===== config.mk =====
export PLATFORM = sky130hd
export DESIGN_NAME = rxbuf_top
export DESIGN_NICKNAME = d
export VERILOG_FILES = /design/src/rtl/rxbuf_pkg.sv /design/src/rtl/rxbuf_store.sv /design/src/rtl/rxbuf_ctrl.sv /design/src/rtl/rxbuf_top.sv
export SDC_FILE = /design/constraint.sdc
export NUM_CORES = 1
export LEC_CHECK = 0
export CAP_MARGIN = 40
export CELL_PAD_IN_SITES_DETAIL_PLACEMENT = 1
export CELL_PAD_IN_SITES_GLOBAL_PLACEMENT = 1
export CORE_ASPECT_RATIO = 0.6
export CORE_MARGIN = 3
export CORE_UTILIZATION = 40
export CTS_BUF_LIST = sky130_fd_sc_hd__clkbuf_4
export CTS_CLUSTER_SIZE = 30
export DETAILED_ROUTE_END_ITERATION = 16
export GPL_TIMING_DRIVEN = 0
export PLACE_DENSITY = 0.69
export SLEW_MARGIN = 20
export SYNTH_ARGS = -nofsm -noshare
export SYNTH_HDL_FRONTEND = slang
export SYNTH_SLANG_ARGS = --single-unit
export TNS_END_PERCENT = 5

===== constraint.sdc =====
create_clock -name clk -period 3.05 [get_ports clk]
set_input_delay 0.61 -clock clk [delete_from_list [all_inputs] [get_ports clk]]
set_output_delay 0.61 -clock clk [all_outputs]
set_load 0.005 [all_outputs]

===== src/rtl/rxbuf_pkg.sv =====
package rxbuf_pkg;
    localparam int RXB_DEPTH_DEF  = 16;
    localparam int RXB_DATA_W_DEF = 8;

    // Index width for a power-of-two depth of at least two.
    function automatic int rxb_idx_w(input int depth);
        return (depth < 2) ? 1 : $clog2(depth);
    endfunction
endpackage


===== src/rtl/rxbuf_store.sv =====
module rxbuf_store #(
    parameter int DEPTH  = rxbuf_pkg::RXB_DEPTH_DEF,
    parameter int DATA_W = rxbuf_pkg::RXB_DATA_W_DEF,
    localparam int IW    = rxbuf_pkg::rxb_idx_w(DEPTH)
) (
    input  logic              clk,
    input  logic              wr_en_i,
    input  logic [IW-1:0]     wr_idx_i,
    input  logic [DATA_W-1:0] wr_data_i,
    input  logic [IW-1:0]     rd_idx_i,
    output logic [DATA_W-1:0] rd_data_o
);
    logic [DATA_W-1:0] cells_q [DEPTH];

    always_ff @(posedge clk) begin
        if (wr_en_i) begin
            cells_q[wr_idx_i] <= wr_data_i;
        end
    end

    assign rd_data_o = cells_q[rd_idx_i];
endmodule


===== src/rtl/rxbuf_ctrl.sv =====
module rxbuf_ctrl #(
    parameter int DEPTH = rxbuf_pkg::RXB_DEPTH_DEF,
    localparam int IW   = rxbuf_pkg::rxb_idx_w(DEPTH),
    localparam int CW   = IW + 1
) (
    input  logic          clk,
    input  logic          rst_n,
    input  logic          push_i,
    input  logic          rd_i,
    input  logic          flush_i,
    input  logic          oe_clr_i,
    output logic          wr_en_o,
    output logic [IW-1:0] wr_idx_o,
    output logic [IW-1:0] rd_idx_o,
    output logic          empty_o,
    output logic          dr_o,
    output logic          oe_o
);
    typedef struct packed {
        logic [CW-1:0] wr;
        logic [CW-1:0] rd;
        logic          dr;
        logic          oe;
    } ctl_t;

    localparam logic [IW-1:0] FULL_FILL = IW'(DEPTH - 1);

    ctl_t state_d, state_q;
    logic empty_q;
    logic [IW-1:0] fill_q;

    assign empty_q = (state_q.wr[IW-1:0] == state_q.rd[IW-1:0]);
    assign fill_q  = state_q.wr[IW-1:0] - state_q.rd[IW-1:0];

    // Read is applied first, then push, then overrun-clear yields to a new
    // overrun, and a flush overrides everything.
    always_comb begin
        state_d = state_q;
        if (rd_i && !empty_q) begin
            state_d.rd = state_q.rd + 1'b1;
        end
        if (rd_i && (state_d.rd[IW-1:0] == state_q.wr[IW-1:0])) begin
            state_d.dr = 1'b0;
        end
        if (oe_clr_i) begin
            state_d.oe = 1'b0;
        end
        if (push_i) begin
            state_d.wr = state_q.wr + 1'b1;
            state_d.dr = 1'b1;
            if (state_d.wr[IW-1:0] == state_d.rd[IW-1:0]) begin
                state_d.wr = '0;
                state_d.rd = '0;
                state_d.oe = 1'b1;
            end
        end
        if (flush_i) begin
            state_d = '0;
        end
    end

    always_ff @(posedge clk) begin
        if (!rst_n) begin
            state_q <= '0;
        end else begin
            state_q <= state_d;
        end
    end

    assign wr_en_o  = push_i;
    assign wr_idx_o = state_q.wr[IW-1:0];
    assign rd_idx_o = state_q.rd[IW-1:0];
    assign empty_o  = empty_q;
    assign dr_o     = state_q.dr;
    assign oe_o     = state_q.oe;

    assert_push_sets_ready_R3: assert property (@(posedge clk) disable iff (!rst_n)
        (push_i && !flush_i) |=> dr_o);

    assert_empty_read_holds_R5: assert property (@(posedge clk) disable iff (!rst_n)
        (rd_i && empty_o && !push_i && !flush_i) |=> (empty_o && $stable(rd_idx_o)));

    assert_overrun_discards_R6: assert property (@(posedge clk) disable iff (!rst_n)
        (push_i && !rd_i && !flush_i && fill_q == FULL_FILL) |=> (oe_o && empty_o && dr_o));

    assert_flush_clears_R7: assert property (@(posedge clk) disable iff (!rst_n)
        flush_i |=> (!dr_o && !oe_o && empty_o));

    assert_oe_clear_only_R8: assert property (@(posedge clk) disable iff (!rst_n)
        (oe_clr_i && !push_i && !rd_i && !flush_i) |=> (!oe_o && dr_o == $past(dr_o)));

    assert_full_push_read_keeps_R9: assert property (@(posedge clk) disable iff (!rst_n)
        (push_i && rd_i && !flush_i && fill_q == FULL_FILL) |=> (fill_q == FULL_FILL));
endmodule


===== src/rtl/rxbuf_top.sv =====
module rxbuf_top #(
    parameter int DEPTH  = rxbuf_pkg::RXB_DEPTH_DEF,
    parameter int DATA_W = rxbuf_pkg::RXB_DATA_W_DEF
) (
    input  logic              clk,
    input  logic              rst_n,
    input  logic              push_valid_i,
    input  logic [DATA_W-1:0] push_byte_i,
    input  logic              rbr_read_i,
    output logic [DATA_W-1:0] rbr_data_o,
    input  logic              fcr_rx_flush_i,
    input  logic              lsr_oe_clr_i,
    output logic              data_ready_o,
    output logic              overrun_o
);
    localparam int IW = rxbuf_pkg::rxb_idx_w(DEPTH);

    logic              wr_en;
    logic [IW-1:0]     wr_idx;
    logic [IW-1:0]     rd_idx;
    logic              empty;
    logic [DATA_W-1:0] head;

    rxbuf_ctrl #(.DEPTH(DEPTH)) u_ctrl (
        .clk      (clk),
        .rst_n    (rst_n),
        .push_i   (push_valid_i),
        .rd_i     (rbr_read_i),
        .flush_i  (fcr_rx_flush_i),
        .oe_clr_i (lsr_oe_clr_i),
        .wr_en_o  (wr_en),
        .wr_idx_o (wr_idx),
        .rd_idx_o (rd_idx),
        .empty_o  (empty),
        .dr_o     (data_ready_o),
        .oe_o     (overrun_o)
    );

    rxbuf_store #(.DEPTH(DEPTH), .DATA_W(DATA_W)) u_store (
        .clk       (clk),
        .wr_en_i   (wr_en),
        .wr_idx_i  (wr_idx),
        .wr_data_i (push_byte_i),
        .rd_idx_i  (rd_idx),
        .rd_data_o (head)
    );

    // an empty buffer presents zero rather than stale storage.
    assign rbr_data_o = empty ? '0 : head;
endmodule


==> impl_metrics.toml <==
[logic_synthesis]
synth_edf_count = 128
synthDistinctLibCells = 42
syn_inst = 291
ys_seq_area_frac = 0.690
synthArstFlopShare = 0
synth_top_area_share = 0.656
ys_ff_latch = 138
synth_ff_type = "edfxtp_1"
syn-num-nets = 310
netlist_area_um2 = 5860
avgSynthCellArea_um2 = 20.1
yosys_warnings = 0
yosysTopAreaCell = "edfxtp_1"
synth_area_leaders = "edfxtp_1, mux4_2, dfxtp_1"

[cells_and_area]
final_common_cell = "edfxtp_1"
final_core_util = 0.491
fin_nets = 365
multi_input_area_um2 = 1710
layout_common_cells = "edfxtp_1, mux4_2, clkbuf_4"
area_delta_synth_final_pct = 17.2
drive_gt1_frac = 0.357
n_antenna_cell = 0
register_area_um2 = 4050
n_fill_cell = 1295

[setup_path]
critical_path_buf_inv_count = 4
r2r_end = "u_ctrl.rd_idx_o[3]$_SDFF_PP0_"
critPathMaxFanout = 6
required_ns = 2.44
slowest_stage = "mux4_2"
path_cells = "buf_12 -> buf_12 -> buf_8 -> mux4_2 -> mux4_2 -> and2_4 -> buf_6"
cp.arrival_ns = 2.61
path_delay_family = "multiplexers"
path_class = "flip-flop to primary output"
max_stage_delay_ns = 0.52
r2r_slack_ns = 0.35
worst_r2r_path_depth = 8
endpoint_kind = "primary output"
start_kind = "flip-flop"
timing.rr.start = "u_ctrl.rd_idx_o[0]$_SDFF_PP0_"

[die]
start_util = 0.419
rows = 33
die_w_um = 162
core_um2 = 14000
top_level_ports = 24
fp.dieArea_um2 = 16200
die_y_um = 99.8

[sta]
fmax_ghz = 0.310
tns_ns = -1.04
setup_viol = 8
fin_ws_ns = -0.174
relSlewSlack = 0.566
fin_crit_ns = 3.22
report.final.slew_viol_count = 0
tightest_slew_ns = 0.650
finClkSkew_ns = 0.0212
hold_viol_final = 0
fin_crit_sh = 1.06
rsz0062_at_grt = "true"

[power]
power_leakage_uw = 0.00218
p_per_area_nw_per_um2 = 517
ir_drop_v = 0.000243

[cts]
hold_buffers = 0
clockRootBuffer = "clkbuf_4"
cts.clk_slew.worst_paths_ns = 0.13
cts_tree = "done"
clk_latency_ns = 0.55
htreeDepth = 4
cts_buffer_depth = 2
clock-sinks = 138
numCtsBuffers = 17

[global_routing]
grt_util_all_layers = 0.179
grt_pass1_vias = 3195
antenna_found_initial = 0
overflow = 0
grt_max_degree = 17
grt_pass1_wl_um = 20400

[detailed_routing]
dr.pass1.iters = 5
drc = 0
dr.first_iter.drc_count = 346
wl_per_cell_um = 24.5
via_count = 2986
finalWirelength_um = 13500
vias_per_cell = 5.42
antenna_left = 0

[worst_hold_path]
hold_depth = 2
worstHoldStart = "u_ctrl.dr_o$_SDFFE_PP0P_"
hold_class = "flip-flop to flip-flop"
holdPathEnd = "u_ctrl.dr_o$_SDFFE_PP0P_"

[job]
cap_violations = 0

[outcome]
failed_checks = "negative setup slack"
run_status = "complete, but fails checks"

[place]
numPortBuffers = 23
dp.final_hpwl_um = 8930
place.gp.congestion = 0.764
-- worst max-delay path by stage --
stage | from | end | slack, ns | cells after the start
floorplan | u_ctrl.rd_idx_o[0]$_SDFF_PP0_ | rbr_data_o[3] | 0.47 | 5
global placement | u_ctrl.rd_idx_o[0]$_SDFF_PP0_ | rbr_data_o[4] | -0.40 | 6
detailed placement | u_ctrl.rd_idx_o[0]$_SDFF_PP0_ | rbr_data_o[4] | -0.41 | 6
CTS | u_ctrl.rd_idx_o[0]$_SDFF_PP0_ | rbr_data_o[1] | -0.21 | 7
global route | u_ctrl.rd_idx_o[0]$_SDFF_PP0_ | rbr_data_o[1] | -0.26 | 7
finish | u_ctrl.rd_idx_o[0]$_SDFF_PP0_ | rbr_data_o[4] | -0.17 | 7
-- registers in the layout (all words and copies together), names as in the netlist --
register and flops:
u_store.cells_q 128, u_ctrl.rd_idx_o 4, u_ctrl.wr_idx_o 4, u_ctrl.dr_o 1, u_ctrl.oe_o 1
-- worst reg2reg max path, cell delays in order (launching register included) --
cell     delay [ns]
dfxtp_4        0.38
buf_12         0.15
buf_4          0.15
xor2_2         0.17
o41ai_4        0.56
mux2i_2        0.44
xnor2_2        0.17
or3_4          0.39
nor3b_2        0.17
-- cell type report --
class                      instances  share of cell area
inverter                           4             0.00219
buffer                            15              0.0244
clock inverter                    15              0.0255
clock buffer                      17              0.0186
timing repair buffer              36              0.0563
sequential                       138               0.589
multi-input combinational        134               0.249
tap                              192              0.0350
-- per-layer routing --
layer / wire (um) / track usage / up-vias
li1: - / - / 1289
met1: 6690 / 0.278 / 1579
met2: 5740 / 0.249 / 98
met3: 852 / 0.0391 / 20
met4: 197 / 0.0629 / 0
met5: 0 / 0 / -
-- synthesized netlist by cell type (3+ instances only) --
| master | n |
|---|---|
| nor2_1 | 6 |
| and2_1 | 21 |
| edfxtp_1 | 128 |
| xnor2_1 | 7 |
| mux4_1 | 7 |
| and3_1 | 5 |
| buf_2 | 5 |
| nand2_1 | 6 |
| mux4_2 | 33 |
| ha_1 | 5 |
| dfxtp_1 | 10 |
| a21oi_1 | 6 |
| nand2b_1 | 3 |
| inv_1 | 4 |
| buf_6 | 3 |
| clkbuf_1 | 4 |
| nor3b_2 | 3 |
-- what timing repair did --
action                                 CTS  global route
pin swaps                                8             0
setup endpoints to repair                8             8
cloned                                   1             0
resized for setup                       84             2
setup buffers                           11             1
endpoints found under the hold margin    0             0
-- kinds of logic after synthesis --
kind of cell / count (synthesis) / share of synthesized area
adder cells (fa/ha/maj): 5 / 0.0107
AND/OR/NAND/NOR: 56 / 0.0623
AO/OA/AOI/OAI: 17 / 0.0237
XOR/XNOR: 15 / 0.0350
buffers and inverters: 19 / 0.0177
flip-flops: 138 / 0.690
multiplexers: 41 / 0.161
-- report_power, final --
| group | total (uW) | leakage, uW | internal, uW | switching, uW |
|---|---|---|---|---|
| Clock | 1290 | 0.000146 | 567 | 720 |
| Combinational | 177 | 0.000795 | 86.9 | 90.2 |
| Sequential | 2080 | 0.00124 | 2080 | 6.00 |
-- stage by stage --
step                      hold WS [ns]  cell area (um^2)  setup WS (ns)  instances  power (uW)
after floorplan                  0.475              5860          0.466        291        2200
after global placement           0.469              6330         -0.395        506        2270
after detailed placement         0.500              6330         -0.409        506        2280
after CTS                        0.527              6860         -0.211        550        3570
after global routing             0.544              6870         -0.264        551        3680
final                            0.520              6870         -0.174        551        3550
Note: power is estimated with default switching activity, not from simulation.
